`src/rtl/sss_pkg.sv`:
```
// Shared definitions for the one-second strobe and snapshot block.
package sss_pkg;

    // Direction of the one-second pad.
    typedef enum logic {
        DIR_IN  = 1'b0,
        DIR_OUT = 1'b1
    } pin_dir_e;

endpackage

```
`src/rtl/sss_sync.sv`:
```
// Two-flop synchronizer, one per bit.
// Assumes: each input bit is a level, so no pulse shorter than a clk period
// needs to be caught.
module sss_sync #(
    parameter int W = 1
) (
    input  logic         clk,
    input  logic         rst_n,
    input  logic [W-1:0] d,
    output logic [W-1:0] q
);

    logic [W-1:0] meta_q;

    // Two flop stages bring the asynchronous inputs into the clk domain.
    always_ff @(posedge clk) begin
        if (!rst_n) begin
            meta_q <= '0;
            q      <= '0;
        end else begin
            meta_q <= d;
            q      <= meta_q;
        end
    end

endmodule

```
`src/rtl/sss_divider.sv`:
```
// Divides the synchronized reference by DIV.
// The output is high while the count is below HIGH_LEN.
// Assumes: ref_s is already synchronized, and the reference is slow enough
// that each of its high and low phases lasts at least one clk cycle.
module sss_divider #(
    parameter int DIV      = 8000,
    parameter int HIGH_LEN = 4000
) (
    input  logic clk,
    input  logic rst_n,
    input  logic ref_s,
    output logic strobe
);

    localparam int CW = (DIV > 1) ? $clog2(DIV) : 1;
    localparam logic [CW-1:0] LAST = CW'(DIV - 1);
    localparam logic [CW-1:0] HI   = CW'(HIGH_LEN);

    logic          ref_prev_q;
    logic          ref_rise;
    logic [CW-1:0] cnt_q;

    assign ref_rise = ref_s & ~ref_prev_q;

    // Keep the previous reference level so its rising edge can be found.
    always_ff @(posedge clk) begin
        if (!rst_n) ref_prev_q <= 1'b0;
        else        ref_prev_q <= ref_s;
    end

    // Count reference rising edges modulo DIV.
    always_ff @(posedge clk) begin
        if (!rst_n)        cnt_q <= '0;
        else if (ref_rise) cnt_q <= (cnt_q == LAST) ? '0 : cnt_q + 1'b1;
    end

    assign strobe = (cnt_q < HI);

endmodule

```
`src/rtl/sss_edge.sv`:
```
// Rising-edge detector on a synchronous level.
// Assumes: lvl is synchronous to clk. The stored level resets high, so a
// level that is already high when reset ends is not taken as an edge.
module sss_edge (
    input  logic clk,
    input  logic rst_n,
    input  logic lvl,
    output logic rise
);

    logic prev_q;

    // Keep the previous level of the active one-second signal.
    always_ff @(posedge clk) begin
        if (!rst_n) prev_q <= 1'b1;
        else        prev_q <= lvl;
    end

    assign rise = lvl & ~prev_q;

endmodule

```
`src/rtl/sss_counter_bank.sv`:
```
// Bank of saturating live event counters, each with a holding register.
// On snap, each holding register takes its live count, and the live counter
// restarts at 0 or 1 (1 if an event arrives in that same cycle).
// Assumes: ev is synchronous to clk; one event per counter per cycle.
module sss_counter_bank #(
    parameter int N = 4,
    parameter int W = 16
) (
    input  logic         clk,
    input  logic         rst_n,
    input  logic [N-1:0] ev,
    input  logic         snap,
    output logic [N*W-1:0] live_flat,
    output logic [N*W-1:0] held_flat,
    output logic         done
);

    localparam logic [W-1:0] MAXV = {W{1'b1}};

    for (genvar g = 0; g < N; g++) begin : g_cnt
        logic [W-1:0] live_q;
        logic [W-1:0] held_q;

        // Live count: restart at a snapshot, otherwise count up and stop at max.
        always_ff @(posedge clk) begin
            if (!rst_n)                    live_q <= '0;
            else if (snap)                 live_q <= W'(ev[g]);
            else if (ev[g] && live_q != MAXV) live_q <= live_q + 1'b1;
        end

        // Holding register: copy the live count at a snapshot.
        always_ff @(posedge clk) begin
            if (!rst_n)    held_q <= '0;
            else if (snap) held_q <= live_q;
        end

        assign live_flat[g*W +: W] = live_q;
        assign held_flat[g*W +: W] = held_q;
    end

    // One-cycle flag that marks fresh holding-register contents.
    always_ff @(posedge clk) begin
        if (!rst_n) done <= 1'b0;
        else        done <= snap;
    end

endmodule

```
`src/rtl/sec_strobe_snap.sv`:
```
// One-second strobe generator and counter snapshot.
// Synchronizes the slow reference and the pad input. The pad drives the
// divided reference when dir_out is 1, and takes an external mark when
// dir_out is 0. Each rising edge of the active mark triggers a snapshot.
// Assumes: ref_in and sec_pin_i are asynchronous levels, much slower than clk.
module sec_strobe_snap
    import sss_pkg::*;
#(
    parameter int DIV_COUNT = 8000,
    parameter int NUM_CNT   = 4,
    parameter int CNT_W     = 16
) (
    input  logic                     clk,
    input  logic                     rst_n,
    input  logic                     ref_in,
    input  logic                     dir_out,
    input  logic                     sec_pin_i,
    output logic                     sec_pin_o,
    output logic                     sec_pin_oe,
    input  logic [NUM_CNT-1:0]       event_in,
    output logic [NUM_CNT*CNT_W-1:0] held_flat,
    output logic                     snap_done
);

    localparam int HIGH_LEN = DIV_COUNT / 2;

    pin_dir_e                 dir;
    logic [1:0]               sync_q;
    logic                     gen_mark;
    logic                     active_mark;
    logic                     snap_now;
    logic [NUM_CNT*CNT_W-1:0] live_flat;

    assign dir = pin_dir_e'(dir_out);

    sss_sync #(.W(2)) u_sync (
        .clk   (clk),
        .rst_n (rst_n),
        .d     ({sec_pin_i, ref_in}),
        .q     (sync_q)
    );

    sss_divider #(.DIV(DIV_COUNT), .HIGH_LEN(HIGH_LEN)) u_div (
        .clk    (clk),
        .rst_n  (rst_n),
        .ref_s  (sync_q[0]),
        .strobe (gen_mark)
    );

    // Choose the mark that drives snapshots, and drive the pad.
    always_comb begin
        active_mark = (dir == DIR_OUT) ? gen_mark : sync_q[1];
        sec_pin_oe  = (dir == DIR_OUT);
        sec_pin_o   = (dir == DIR_OUT) & gen_mark;
    end

    sss_edge u_edge (
        .clk   (clk),
        .rst_n (rst_n),
        .lvl   (active_mark),
        .rise  (snap_now)
    );

    sss_counter_bank #(.N(NUM_CNT), .W(CNT_W)) u_bank (
        .clk       (clk),
        .rst_n     (rst_n),
        .ev        (event_in),
        .snap      (snap_now),
        .live_flat (live_flat),
        .held_flat (held_flat),
        .done      (snap_done)
    );

endmodule

```
`config.mk`:
```
export PLATFORM = sky130hd
export DESIGN_NAME = sec_strobe_snap
export DESIGN_NICKNAME = d
export VERILOG_FILES = /design/src/rtl/sss_pkg.sv /design/src/rtl/sss_sync.sv /design/src/rtl/sss_divider.sv /design/src/rtl/sss_edge.sv /design/src/rtl/sss_counter_bank.sv /design/src/rtl/sec_strobe_snap.sv
export SDC_FILE = /design/constraint.sdc
export NUM_CORES = 1
export LEC_CHECK = 0
export ABC_AREA = 1
export BUFFER_PORTS_ARGS = -buffer_cell sky130_fd_sc_hd__buf_2
export CORE_MARGIN = 8
export CORE_UTILIZATION = 50
export CTS_BUF_LIST = sky130_fd_sc_hd__clkbuf_16
export DETAILED_ROUTE_END_ITERATION = 8
export PLACE_DENSITY = 0.81
export RECOVER_POWER = 50
export SLEW_MARGIN = 20
export SYNTH_ARGS = -nofsm -noshare
export SYNTH_HDL_FRONTEND = slang
export SYNTH_SLANG_ARGS = --single-unit
```
`constraint.sdc`:
```
create_clock -name clk -period 4.75 [get_ports clk]
set_clock_uncertainty 0.1 [all_clocks]
set_input_delay 0.2375 -clock clk [delete_from_list [all_inputs] [get_ports clk]]
set_output_delay 0.2375 -clock clk [all_outputs]
set_load 0.1 [all_outputs]
```
==> metrics.yaml <==
drc: 0
violations: "capacitance limit, slew limit"
grt_use_total: 0.177
cts-root-buf: "clkbuf_16"
grt_max_degree: 75
crit_fanout: 74
synth_area_sq_mm: 0.00670
syn-num-nets: 999
num_io_pins: 76
htree_levels: 4
place_hpwl_um: 10100
hold_viol_final: 0
required_ns: 5.00
final_util: 0.584
clk_pin_slew_ns: 0.06
slew_headroom: -0.133
grt_pass1_vias: 5900
wl_met1_um: 6850
crit_chain: "nand2_1 > nor2_2 > nand2_1 > nand2_1 > nand2_1 > a21oi_1 > clkbuf_2 > nand2_1 > nor2_1"
drtPass1Iterations: 5
grt-ovfl-total: 0
design.die.area_sq_mm: 0.0174
die_w_um: 132
cts_made_buffers: 17
muxShareOfSynthArea: 0
viasPerCell: 5.02
cp_slowest_stage_delay_ns: 1.12
core_area_sq_mm: 0.0132
worst-r2r-cell-count: 9
avgSynthCellArea_sq_um: 6.80
route.vias.total: 6259
yosys_warnings: 0
die_h_um: 132
worstMarginPinSlew_ns: 1.70
wire_per_inst_um: 12.2
rows: 42
dr_wl_met3_um: 890
tritoncts: "yes"
max-clock-path-buffers: 2
dp_slack_ns: 2.37
cap_violations: 1
synth_compound_area_frac: 0.0536
layout_setup_ws_ns: 2.06
ctsResizeCount: 0
worstSetupStartpoint: "u_div.cnt_q[8]$_SDFFE_PN0P_"
r2r_end: "u_bank.g_cnt[0].live_q[15]$_SDFFE_PP0P_"
crit_type: "flip-flop to flip-flop"
period_needed_ns: 2.69
worstSetupEndpointType: "flip-flop"
dr_wl_met2_um: 7160
clock_sinks: 148
antenna_found_initial: 0
leakage_nw: 3.10
ys_seq_area_frac: 0.442
crit_end: "u_bank.g_cnt[0].live_q[15]$_SDFFE_PP0P_"
yosys.cell_types.count: 24
rsz0062_at_grt: "no"
layout.nets: 1071
diodes: 0
holdWs_ns: 0.0328
period_share: 0.567
synth_xor_area_frac: 0.0444
dp_cells: 1206
power_density_mw_per_mm2: 361
reg2reg_from: "u_div.cnt_q[8]$_SDFFE_PN0P_"
ir_drop_mv: 0.225
ff2ff_setup_slack_ns: 2.06
clk-insertion-delay-late_ns: 0.43
critPathLaunchType: "flip-flop"
ys_ff_latch: 148
highest_layer: "met4"
cp_data_arrival_time_ns: 2.94
ant_nets: 0
crit_top_cell: "nand2_1"
slew_violations: 55
final.setup.tns_ns: 0
final_cells: 1246
wl_um: 15200
outcome: "finished with violations"
io_buffers: 75
synth_top_family_by_area: "simple AND/OR/NAND/NOR gates"
drt_iter0_markers: 404
layout-drive-gt1-share: 0.0430
slowest_stage: "clkbuf_2"
max_freq_mhz: 372
place.gp.congestion: 0.870
worstHoldPathType: "input port to flip-flop"
area_growth_pct: 14.8
yosys.area_share.adder: 0.00933
synthSimpleGateAreaFrac: 0.382
setup_viol: 0
syn_inst: 985
start_util: 0.508
grt_pass1_wl_um: 26100
-- how the worst min path moves through the flow --
stage | cells past startpoint | from | end | slack (ns)
after floorplan | 2 | ref_in | u_sync.meta_q[0]$_SDFF_PN0_ | 0.24
after global placement | 2 | u_sync.meta_q[0]$_SDFF_PN0_ | u_sync.q[0]$_SDFF_PN0_ | 0.29
after detailed placement | 2 | u_sync.meta_q[1]$_SDFF_PN0_ | u_sync.q[1]$_SDFF_PN0_ | 0.30
after CTS | 3 | event_in[1] | u_bank.g_cnt[1].live_q[0]$_SDFFE_PN0P_ | 0.01
after global routing | 3 | event_in[1] | u_bank.g_cnt[1].live_q[0]$_SDFFE_PN0P_ | 0.02
final | 3 | event_in[1] | u_bank.g_cnt[1].live_q[0]$_SDFFE_PN0P_ | 0.03
-- layer usage --
| layer | track usage | vias to the layer above |
|---|---|---|
| met2 | 0.298 | 174 |
| li1 | - | 3241 |
| met1 | 0.207 | 2817 |
| met4 | 0.0785 | 0 |
| met5 | 0 | - |
| met3 | 0.0476 | 27 |
-- state kept, by name, summed over array words and instances (netlist names) --
name	cells
u_bank.done	1
u_bank.g_cnt.held_q	64
u_bank.g_cnt.live_q	64
u_div.cnt_q	13
u_div.ref_prev_q	1
u_edge.prev_q	1
u_sync.meta_q	2
u_sync.q	2
-- cell usage after synthesis --
| master | instances | area share |
|---|---|---|
| inv_2 | 1 | 0.00056 |
| buf_2 | 23 | 0.017 |
| buf_6 | 9 | 0.015 |
| a21oi_4 | 1 | 0.0024 |
| nor3_1 | 8 | 0.0060 |
| nand3b_1 | 5 | 0.0056 |
| nor2_1 | 100 | 0.056 |
| nand2_2 | 2 | 0.0019 |
| clkbuf_1 | 1 | 0.00056 |
| dfxtp_1 | 148 | 0.44 |
| buf_4 | 2 | 0.0022 |
| nor3b_1 | 1 | 0.0011 |
| o21ai_1 | 3 | 0.0022 |
| o21ai_0 | 12 | 0.0090 |
| a211oi_1 | 1 | 0.0011 |
| ha_1 | 5 | 0.0093 |
| xnor2_1 | 16 | 0.021 |
| xor2_1 | 18 | 0.024 |
| nand4_1 | 15 | 0.014 |
| nand2_1 | 423 | 0.24 |
| nor2_2 | 3 | 0.0028 |
| a21oi_1 | 52 | 0.039 |
| nand3_1 | 78 | 0.058 |
| inv_1 | 58 | 0.032 |
-- power by group --
group	internal (mW)	switching, mW	total (mW)	leakage [nW]
logic	0.0282	0.0947	0.123	1.61
registers	1.26	0.0140	1.27	1.20
clock network	0.872	0.516	1.39	0.294
total	2.15	0.625	2.78	3.10
-- cells by family after synthesis --
| group | after synthesis |
|---|---|
| AOI/OAI and AO/OA | 69 |
| xor gates and xnor gates | 34 |
| adders and majority gates | 5 |
| buffers and inverters | 94 |
| DFF | 148 |
| and+or+nand+nor | 635 |
-- critical path, delay by kind of cell, from the launching register on --
family | cells | cell delay, ns
and+or+nand+nor | 7 | 0.87
DFF | 1 | 0.35
buffers and inverters | 1 | 1.12
AOI/OAI and AO/OA | 1 | 0.17
-- layout make-up --
class,count,area (sq um)
clock buffer,17,425
clock inverter,15,188
fill,1292,5490
inverter,59,221
multi-input combinational,743,3270
sequential,148,2960
tap,176,220
timing repair buffer,88,405
-- cells in the final DEF (no fill, tap or decap), types with 2 or more instances in the layout --
cell           instances
clkbuf_1              68
clkinv_2               4
dfxtp_1              148
o21ai_0               12
a21oi_1               53
xor2_1                18
nand3_1               78
xnor2_1               16
clkbuf_16             17
nand3b_1               5
o21ai_1                3
buf_2                  7
buf_4                  4
bufinv_16              4
clkinv_1               2
nor2_1               100
ha_1                   5
dlygate4sd3_1          8
nor3_1                 8
nand2_1              424
nor2_2                 2
inv_1                 59
clkinvlp_4             3
nand4_1               15
-- timing repair --
action,in CTS,in global routing
hold endpoints to repair,9,0
setup endpoints to repair,0,0
buffers inserted,0,0
hold buffers,8,0
-- stage by stage --
| step | cell area (sq um) | total power, mW |
|---|---|---|
| 6_report | 7700 | 2.78 |
| 3_3_place_gp | 7110 | 1.41 |
| 4_1_cts | 7800 | 2.80 |
| 3_5_place_dp | 7110 | 1.42 |
| 5_1_grt | 7700 | 2.87 |
| 2_1_floorplan | 6700 | 1.40 |
Power figures use the tool's default switching activity.
